**src/rtl/i2c_snap_pkg.sv**
```systemverilog
`timescale 1ns/1ps
package i2c_snap_pkg;
  localparam int BYTE_BITS = 8;

  // control-to-datapath strobes, all one cycle wide
  typedef struct packed {
    logic capture;   // refresh shadow (START/STOP)
    logic ptrLoad;   // load pointer from received byte
    logic wrEn;      // write received byte, then step pointer
    logic txLoad;    // byte at pointer taken for transmit, then step pointer
  } portStrobeT;

  typedef enum logic [2:0] {
    ST_IDLE,
    ST_RX,
    ST_RXACK,
    ST_TX,
    ST_TXACK
  } busStateT;

  typedef enum logic [1:0] {
    RK_ADDR,
    RK_PTR,
    RK_DATA
  } rxKindT;
endpackage

```
**src/rtl/i2c_snap_sync.sv**
```systemverilog
`timescale 1ns/1ps
module i2c_snap_sync #(
  parameter int SYNC_STAGES = 2
) (
  input  logic clk,
  input  logic rstN,
  input  logic sclIn,
  input  logic sdaIn,
  output logic sclLvl,
  output logic sdaLvl,
  output logic sclRise,
  output logic sclFall,
  output logic startDet,
  output logic stopDet
);
  // index 0 is the first flop, SYNC_STAGES-1 the settled level,
  // SYNC_STAGES the level one cycle earlier
  logic [SYNC_STAGES:0] sclPipe;
  logic [SYNC_STAGES:0] sdaPipe;
  logic sclOld, sdaOld;

  always_ff @(posedge clk) begin
    if (!rstN) begin
      sclPipe <= '1;
      sdaPipe <= '1;
    end else begin
      sclPipe <= {sclPipe[SYNC_STAGES-1:0], sclIn};
      sdaPipe <= {sdaPipe[SYNC_STAGES-1:0], sdaIn};
    end
  end

  assign sclLvl = sclPipe[SYNC_STAGES-1];
  assign sdaLvl = sdaPipe[SYNC_STAGES-1];
  assign sclOld = sclPipe[SYNC_STAGES];
  assign sdaOld = sdaPipe[SYNC_STAGES];

  assign sclRise  = sclLvl & ~sclOld;
  assign sclFall  = ~sclLvl & sclOld;
  assign startDet = sclLvl & sclOld & sdaOld & ~sdaLvl;
  assign stopDet  = sclLvl & sclOld & ~sdaOld & sdaLvl;


  start_stop_excl_chk: assert property (@(posedge clk) disable iff (!rstN)
    startDet |=> !stopDet);
endmodule

```
**src/rtl/i2c_snap_ctrl.sv**
```systemverilog
`timescale 1ns/1ps
module i2c_snap_ctrl
  import i2c_snap_pkg::*;
#(
  parameter logic [6:0] DEV_ADDR = 7'h68
) (
  input  logic       clk,
  input  logic       rstN,
  input  logic       sclLvl,
  input  logic       sdaLvl,
  input  logic       sclRise,
  input  logic       sclFall,
  input  logic       startDet,
  input  logic       stopDet,
  input  logic [7:0] rdByte,
  output portStrobeT strb,
  output logic [7:0] rxByte,
  output logic       sdaDriveLow
);
  localparam int CNT_W = $clog2(BYTE_BITS + 1);
  localparam logic [CNT_W-1:0] CNT_FULL = CNT_W'(BYTE_BITS);
  localparam logic [CNT_W-1:0] CNT_LAST = CNT_W'(BYTE_BITS - 1);

  busStateT         state;
  rxKindT           rxKind;
  logic             isRead;
  logic             masterAck;
  logic [CNT_W-1:0] bitCnt;
  logic [7:0]       shiftReg;
  logic [7:0]       txShift;
  logic             driveLow;
  logic             busEvent;
  logic             addrHit;

  assign busEvent = startDet | stopDet;
  assign addrHit  = (shiftReg[7:1] == DEV_ADDR);
  assign rxByte   = shiftReg;
  assign sdaDriveLow = driveLow;

  always_comb begin
    strb = '0;
    strb.capture = busEvent;
    if (!busEvent && sclFall) begin
      if (state == ST_RX && bitCnt == CNT_FULL) begin
        strb.ptrLoad = (rxKind == RK_PTR);
        strb.wrEn    = (rxKind == RK_DATA);
      end
      if (state == ST_RXACK && isRead) strb.txLoad = 1'b1;
      if (state == ST_TXACK && masterAck) strb.txLoad = 1'b1;
    end
  end

  always_ff @(posedge clk) begin
    if (!rstN) begin
      state     <= ST_IDLE;
      rxKind    <= RK_ADDR;
      isRead    <= 1'b0;
      masterAck <= 1'b0;
      bitCnt    <= '0;
      shiftReg  <= '0;
      txShift   <= '0;
      driveLow  <= 1'b0;
    end else if (startDet) begin
      state    <= ST_RX;
      rxKind   <= RK_ADDR;
      isRead   <= 1'b0;
      bitCnt   <= '0;
      driveLow <= 1'b0;
    end else if (stopDet) begin
      state    <= ST_IDLE;
      driveLow <= 1'b0;
    end else begin
      case (state)
        ST_RX: begin
          if (sclRise && bitCnt != CNT_FULL) begin
            shiftReg <= {shiftReg[6:0], sdaLvl};
            bitCnt   <= bitCnt + 1'b1;
          end else if (sclFall && bitCnt == CNT_FULL) begin
            if (rxKind == RK_ADDR && !addrHit) begin
              state <= ST_IDLE;
            end else begin
              state    <= ST_RXACK;
              driveLow <= 1'b1;
              if (rxKind == RK_ADDR) isRead <= shiftReg[0];
            end
          end
        end
        ST_RXACK: begin
          if (sclFall) begin
            bitCnt <= '0;
            if (isRead) begin
              state    <= ST_TX;
              txShift  <= rdByte;
              driveLow <= ~rdByte[7];
            end else begin
              state    <= ST_RX;
              driveLow <= 1'b0;
              rxKind   <= (rxKind == RK_ADDR) ? RK_PTR : RK_DATA;
            end
          end
        end
        ST_TX: begin
          if (sclFall) begin
            if (bitCnt == CNT_LAST) begin
              state    <= ST_TXACK;
              driveLow <= 1'b0;
              bitCnt   <= '0;
            end else begin
              txShift  <= {txShift[6:0], 1'b0};
              driveLow <= ~txShift[6];
              bitCnt   <= bitCnt + 1'b1;
            end
          end
        end
        ST_TXACK: begin
          if (sclRise) begin
            masterAck <= ~sdaLvl;
          end else if (sclFall) begin
            if (masterAck) begin
              state    <= ST_TX;
              txShift  <= rdByte;
              driveLow <= ~rdByte[7];
              bitCnt   <= '0;
            end else begin
              state <= ST_IDLE;
            end
          end
        end
        default: ;
      endcase
    end
  end


  idle_release_chk: assert property (@(posedge clk) disable iff (!rstN)
    (state == ST_IDLE) |-> !driveLow);


  sda_hold_chk: assert property (@(posedge clk) disable iff (!rstN)
    (sclLvl && !busEvent) |=> $stable(driveLow));


  addr_nack_chk: assert property (@(posedge clk) disable iff (!rstN)
    (state == ST_RX && rxKind == RK_ADDR && bitCnt == CNT_FULL && sclFall &&
     !busEvent && !addrHit) |=> (!driveLow && state == ST_IDLE));
endmodule

```
**src/rtl/i2c_snap_dp.sv**
```systemverilog
`timescale 1ns/1ps
module i2c_snap_dp
  import i2c_snap_pkg::*;
#(
  parameter int NUM_REGS  = 16,
  parameter int SNAP_REGS = 7
) (
  input  logic                        clk,
  input  logic                        rstN,
  input  portStrobeT                  strb,
  input  logic [7:0]                  byteIn,
  input  logic [NUM_REGS*8-1:0]       liveRegs,
  output logic [7:0]                  rdByte,
  output logic                        wrStrobe,
  output logic [$clog2(NUM_REGS)-1:0] wrAddr,
  output logic [7:0]                  wrData
);
  localparam int PTR_W  = $clog2(NUM_REGS);
  localparam int SNAP_W = SNAP_REGS * 8;
  localparam logic [PTR_W-1:0] PTR_LAST = PTR_W'(NUM_REGS - 1);

  logic [PTR_W-1:0]  ptr;
  logic [PTR_W-1:0]  ptrNext;
  logic [SNAP_W-1:0] shadowBits;
  logic [7:0]        viewBytes [NUM_REGS];
  logic              ptrStep;
  logic              wrapHit;
  logic              snapNow;

  assign ptrStep = strb.wrEn | strb.txLoad;
  assign wrapHit = ptrStep && (ptr == PTR_LAST);
  assign snapNow = strb.capture | wrapHit;
  assign ptrNext = (ptr == PTR_LAST) ? '0 : ptr + 1'b1;

  always_ff @(posedge clk) begin
    if (!rstN) begin
      ptr <= '0;
    end else if (strb.ptrLoad) begin
      ptr <= byteIn[PTR_W-1:0];
    end else if (ptrStep) begin
      ptr <= ptrNext;
    end
  end

  always_ff @(posedge clk) begin
    if (!rstN) shadowBits <= '0;
    else if (snapNow) shadowBits <= liveRegs[SNAP_W-1:0];
  end

  // registers in the time range come from the shadow, the rest live
  for (genvar g = 0; g < NUM_REGS; g++) begin : g_view
    if (g < SNAP_REGS) begin : g_snap
      assign viewBytes[g] = shadowBits[g*8 +: 8];
    end else begin : g_live
      assign viewBytes[g] = liveRegs[g*8 +: 8];
    end
  end

  assign rdByte = viewBytes[ptr];

  always_ff @(posedge clk) begin
    if (!rstN) begin
      wrStrobe <= 1'b0;
      wrAddr   <= '0;
      wrData   <= '0;
    end else begin
      wrStrobe <= strb.wrEn;
      if (strb.wrEn) begin
        wrAddr <= ptr;
        wrData <= byteIn;
      end
    end
  end


  wr_pulse_chk: assert property (@(posedge clk) disable iff (!rstN)
    wrStrobe |=> !wrStrobe);


  snap_load_chk: assert property (@(posedge clk) disable iff (!rstN)
    strb.capture |=> (shadowBits == $past(liveRegs[SNAP_W-1:0])));


  wrap_snap_chk: assert property (@(posedge clk) disable iff (!rstN)
    (ptrStep && ptr == PTR_LAST) |=>
      (ptr == '0 && shadowBits == $past(liveRegs[SNAP_W-1:0])));
endmodule

```
**src/rtl/i2c_snap_port.sv**
```systemverilog
`timescale 1ns/1ps
module i2c_snap_port
  import i2c_snap_pkg::*;
#(
  parameter logic [6:0] DEV_ADDR    = 7'h68,
  parameter int         NUM_REGS    = 16,
  parameter int         SNAP_REGS   = 7,
  parameter int         SYNC_STAGES = 2
) (
  input  logic                        clk,
  input  logic                        rstN,
  input  logic                        sclIn,
  input  logic                        sdaIn,
  output logic                        sdaDriveLow,
  input  logic [NUM_REGS*8-1:0]       liveRegs,
  output logic                        wrStrobe,
  output logic [$clog2(NUM_REGS)-1:0] wrAddr,
  output logic [7:0]                  wrData
);
  logic       sclLvl, sdaLvl, sclRise, sclFall, startDet, stopDet;
  portStrobeT strb;
  logic [7:0] rdByte;
  logic [7:0] rxByte;

  i2c_snap_sync #(.SYNC_STAGES(SYNC_STAGES)) sync_i (
    .clk(clk), .rstN(rstN), .sclIn(sclIn), .sdaIn(sdaIn),
    .sclLvl(sclLvl), .sdaLvl(sdaLvl), .sclRise(sclRise), .sclFall(sclFall),
    .startDet(startDet), .stopDet(stopDet)
  );

  i2c_snap_ctrl #(.DEV_ADDR(DEV_ADDR)) ctrl_i (
    .clk(clk), .rstN(rstN), .sclLvl(sclLvl), .sdaLvl(sdaLvl),
    .sclRise(sclRise), .sclFall(sclFall), .startDet(startDet), .stopDet(stopDet),
    .rdByte(rdByte), .strb(strb), .rxByte(rxByte), .sdaDriveLow(sdaDriveLow)
  );

  i2c_snap_dp #(.NUM_REGS(NUM_REGS), .SNAP_REGS(SNAP_REGS)) dp_i (
    .clk(clk), .rstN(rstN), .strb(strb), .byteIn(rxByte), .liveRegs(liveRegs),
    .rdByte(rdByte), .wrStrobe(wrStrobe), .wrAddr(wrAddr), .wrData(wrData)
  );
endmodule

```
**config.mk**
```make
export PLATFORM = sky130hd
export DESIGN_NAME = i2c_snap_port
export DESIGN_NICKNAME = d
export VERILOG_FILES = /design/src/rtl/i2c_snap_pkg.sv /design/src/rtl/i2c_snap_sync.sv /design/src/rtl/i2c_snap_ctrl.sv /design/src/rtl/i2c_snap_dp.sv /design/src/rtl/i2c_snap_port.sv
export SDC_FILE = /design/constraint.sdc
export NUM_CORES = 1
export LEC_CHECK = 0
export CELL_PAD_IN_SITES_DETAIL_PLACEMENT = 2
export CELL_PAD_IN_SITES_GLOBAL_PLACEMENT = 2
export CORE_MARGIN = 3
export CORE_UTILIZATION = 32
export DETAILED_ROUTE_END_ITERATION = 7
export PLACE_DENSITY_LB_ADDON = 0.1
export SETUP_SLACK_MARGIN = 0.2
export SYNTH_ARGS = -nofsm -noshare
export SYNTH_HDL_FRONTEND = slang
export SYNTH_HIERARCHICAL = 1
export SYNTH_SLANG_ARGS = --single-unit
```
**constraint.sdc**
```tcl
create_clock -name clk -period 5.48 [get_ports clk]
set_clock_uncertainty 0.15 [all_clocks]
set_input_delay 0.822 -clock clk [delete_from_list [all_inputs] [get_ports clk]]
set_output_delay 0.822 -clock clk [all_outputs]
set_load 0.01 [all_outputs]
```
==> impl_results.md <==
* First-pass GRT wire length at 30100 um
* Worst path arrival time at 3.26 ns
* Tot GR Track Use at 0.196
* Largest net degree at the start of global routing at 66
* Crit path capture type: flop
* Syn Inst Count at 584
* Yosys warnings at 6
* Critical-path cell list: nor3b_4 > nand3_1 > nor4_2 > buf_4 > or2_4 > a31o_2 > buf_4 > nand2_1 > a21boi_1
* CTS tree: yes
* FP Rows at 47
* Yosys cell types at 59
* CP Launch Type: flop
* CP max stage cell: dfxtp_1
* Worst-Margin Slew at 0.783 ns
* DR WL/cell at 20.2 um
* Fillers at 1848
* Fin Setup TNS at 0 ns
* Most used cell, CP: buf_4
* Post-CTS Resized at 0
* Crit-path max cell delay at 0.57 ns
* Final WL at 18800 um
* Routability cong. at 0.806
* I/O pin total at 146
* Lkg Pwr at 2.59 nW
* RSZ-0062 raised after global routing: no
* Worst min-delay path category: reg2reg
* Most frequent cells in the layout: 144 x clkdlybuf4s50_1, 139 x nand2_1, 104 x dfxtp_1
* Fin. max-slew vios at 0
* GRT overflow at 0
* Initial Utilization at 0.333
* Crit path max-delay family: simple AND/OR/NAND/NOR gates
* Final nets at 839
* Initial antenna violation count at 1
* First DRT Iteration DRCs at 202
* Hold path endpoint: sync_i/sclPipe[1]
* Most common cell after layout, fill and taps aside: clkdlybuf4s50_1
* # Max-Cap Violations at 0
* CTS sink cnt at 106
* Vias in the first global route at 5488
* Area delta synth->final at 31.9%
* CTS Root Cell: clkbuf_16
* ANT nets after route at 0
* Horiz. Die Dim at 138 um
* DRT Pass-1 Iters at 4
* Worst path depth at 9
* Slew headroom at 0.477
* Pwr per Cell Area at 228 nW/um^2
* Final setup viols at 0
* Die area at 19100 sq um
* Buffers on Ports at 145
* Hold_sp: sync_i/sclPipe[0]
* Final min period at 3.14 ns
* Max Freq at 0.319 GHz
* Storage cell area at 2120 sq um
* Crit path launch: ctrl_i/state[0]
* CTS H-tree depth at 3
* Post-synthesis register bit count at 106
* Worst-Skew Late Latency at 0.36 ns
* Placeable Area at 16800 sq um
* Worst path bufs/invs at 2
* Syn_nets at 719
* CTS buffer count at 9
* Antenna cells at 0
* Core Util, Final at 0.438
* Crit path max fanout at 56
* R2R cell count at 9
* Hold depth at 1
* Vias per Instance at 5.30
* Number of synthesized flops with an enable pin at 0
* Final-report hold violation count at 0
* Sequential share of the synthesized area at 0.379
* Fraction of registers with async set/reset at 0
* Status: finished clean
* Area of the multi-input gates at 3130 sq um
* CTS Hold Buffers Added at 0
* Worst VDD drop at 0.145 mV
* Reg clk slew, reported paths at 0.08 ns
* Crit Path Category: reg2reg
* Post-synthesis cell area at 5590 sq um
* Final Cycle Share at 0.572
* Die Y-Extent at 138 um
* Postcts setup bufs at 0
* Worst reg2reg path startpoint: ctrl_i/state[0]
* Post-Syn Area per Cell at 9.58 sq um
* R2r setup slk at 2.34 ns
* R2r endpoint: dp_i/shadowBits[37]
* Via Count at 4923
* Primary FF master, synth: dfxtp_1
* Share of layout cells above drive strength 1 at 0.104
* Critical Path RT at 5.60 ns
* Clock Path Buffers at 2
* Final HPWL DP at 13900 um
* DRC viols at 0
sequential cells by signal, summed over array words and instances (netlist names):
| register | flops |
|---|---|
| dp_i/shadowBits | 56 |
| ctrl_i/rxByte | 8 |
| dp_i/wrData | 8 |
| ctrl_i/txShift | 7 |
| ctrl_i/bitCnt | 4 |
| dp_i/ptr | 4 |
| dp_i/wrAddr | 4 |
| ctrl_i/state | 3 |
| sync_i/sclPipe | 3 |
| sync_i/sdaPipe | 3 |
| ctrl_i/rxKind | 2 |
| ctrl_i/isRead | 1 |
| ctrl_i/masterAck | 1 |
| ctrl_i/sdaDriveLow | 1 |
| dp_i/wrStrobe | 1 |
power by group:
| group | switching, mW | total (mW) | internal (mW) |
|---|---|---|---|
| Clock | 0.322 | 0.685 | 0.363 |
| Sequential | 0.0122 | 0.802 | 0.790 |
| Combinational | 0.0735 | 0.197 | 0.124 |
synth_stat cells, types with 3 or more instances:
| master | number | area, sq um |
|---|---|---|
| clkbuf_1 | 13 | 48.8 |
| a311oi_1 | 3 | 26.3 |
| buf_6 | 16 | 180 |
| and2_1 | 4 | 25.0 |
| mux2_2 | 6 | 67.6 |
| a21boi_0 | 16 | 120 |
| inv_1 | 11 | 41.3 |
| buf_4 | 5 | 37.5 |
| ha_1 | 3 | 37.5 |
| nor2_1 | 19 | 71.3 |
| dfxtp_1 | 106 | 2120 |
| mux2i_1 | 30 | 300 |
| o21ai_0 | 11 | 55.1 |
| a21oi_1 | 14 | 70.1 |
| nor2b_1 | 17 | 106 |
| a21boi_1 | 40 | 300 |
| nand3_1 | 10 | 50.1 |
| mux4_2 | 32 | 721 |
| nand3b_1 | 6 | 45.0 |
| a22oi_1 | 16 | 120 |
| o31ai_1 | 3 | 22.5 |
| nand2b_1 | 10 | 62.6 |
| buf_2 | 7 | 35.0 |
| nand2_1 | 139 | 522 |
cell families (layout without fill, tap and decap cells):
| group | after synthesis | in the layout | share of synthesized area |
|---|---|---|---|
| adders and majority gates | 3 | 3 | 0.00671 |
| DFF | 106 | 106 | 0.379 |
| and+or+nand+nor | 229 | 229 | 0.194 |
| AOI/OAI and AO/OA | 122 | 122 | 0.159 |
| buffers and inverters | 54 | 179 | 0.0629 |
| muxes | 68 | 68 | 0.195 |
| xor gates and xnor gates | 2 | 2 | 0.00313 |
area by class of cell:
class / instances / area share
Multi-Input combinational cell: 424 / 0.424
Tap cell: 220 / 0.0373
Clock buffer: 9 / 0.0305
Inverter: 11 / 0.00560
Sequential cell: 106 / 0.288
Timing Repair Buffer: 152 / 0.203
Clock inverter: 7 / 0.0114
per-stage QoR:
stage | setup slack, ns | instances | total power, mW | area (sq um) | hold WS (ns)
after detailed placement | 2.36 | 913 | 1.02 | 7070 | 0.253
after CTS | 2.30 | 929 | 1.72 | 7370 | 0.266
final | 2.34 | 929 | 1.68 | 7370 | 0.265
after global placement | 2.49 | 913 | 1.01 | 7070 | 0.249
after floorplan | 3.21 | 584 | 0.903 | 5590 | 0.236
after global routing | 2.03 | 929 | 1.76 | 7370 | 0.279
layer usage:
layer / wire [um] / vias up / GRT usage
met5: 13 / - / 0
met4: 306 / 2 / 0.0468
met3: 1020 / 27 / 0.0577
met2: 10200 / 108 / 0.364
met1: 7270 / 2480 / 0.219
li1: - / 2306 / -
how the worst max path moves through the flow:
stage / end / slack (ns)
after global placement: dp_i/shadowBits[3] / 2.49
after CTS: dp_i/shadowBits[37] / 2.30
final: dp_i/shadowBits[37] / 2.34
after global routing: dp_i/shadowBits[51] / 2.03
after floorplan: dp_i/shadowBits[44] / 3.21
after detailed placement: dp_i/shadowBits[1] / 2.36
Note: power is estimated with default switching activity, not from simulation.
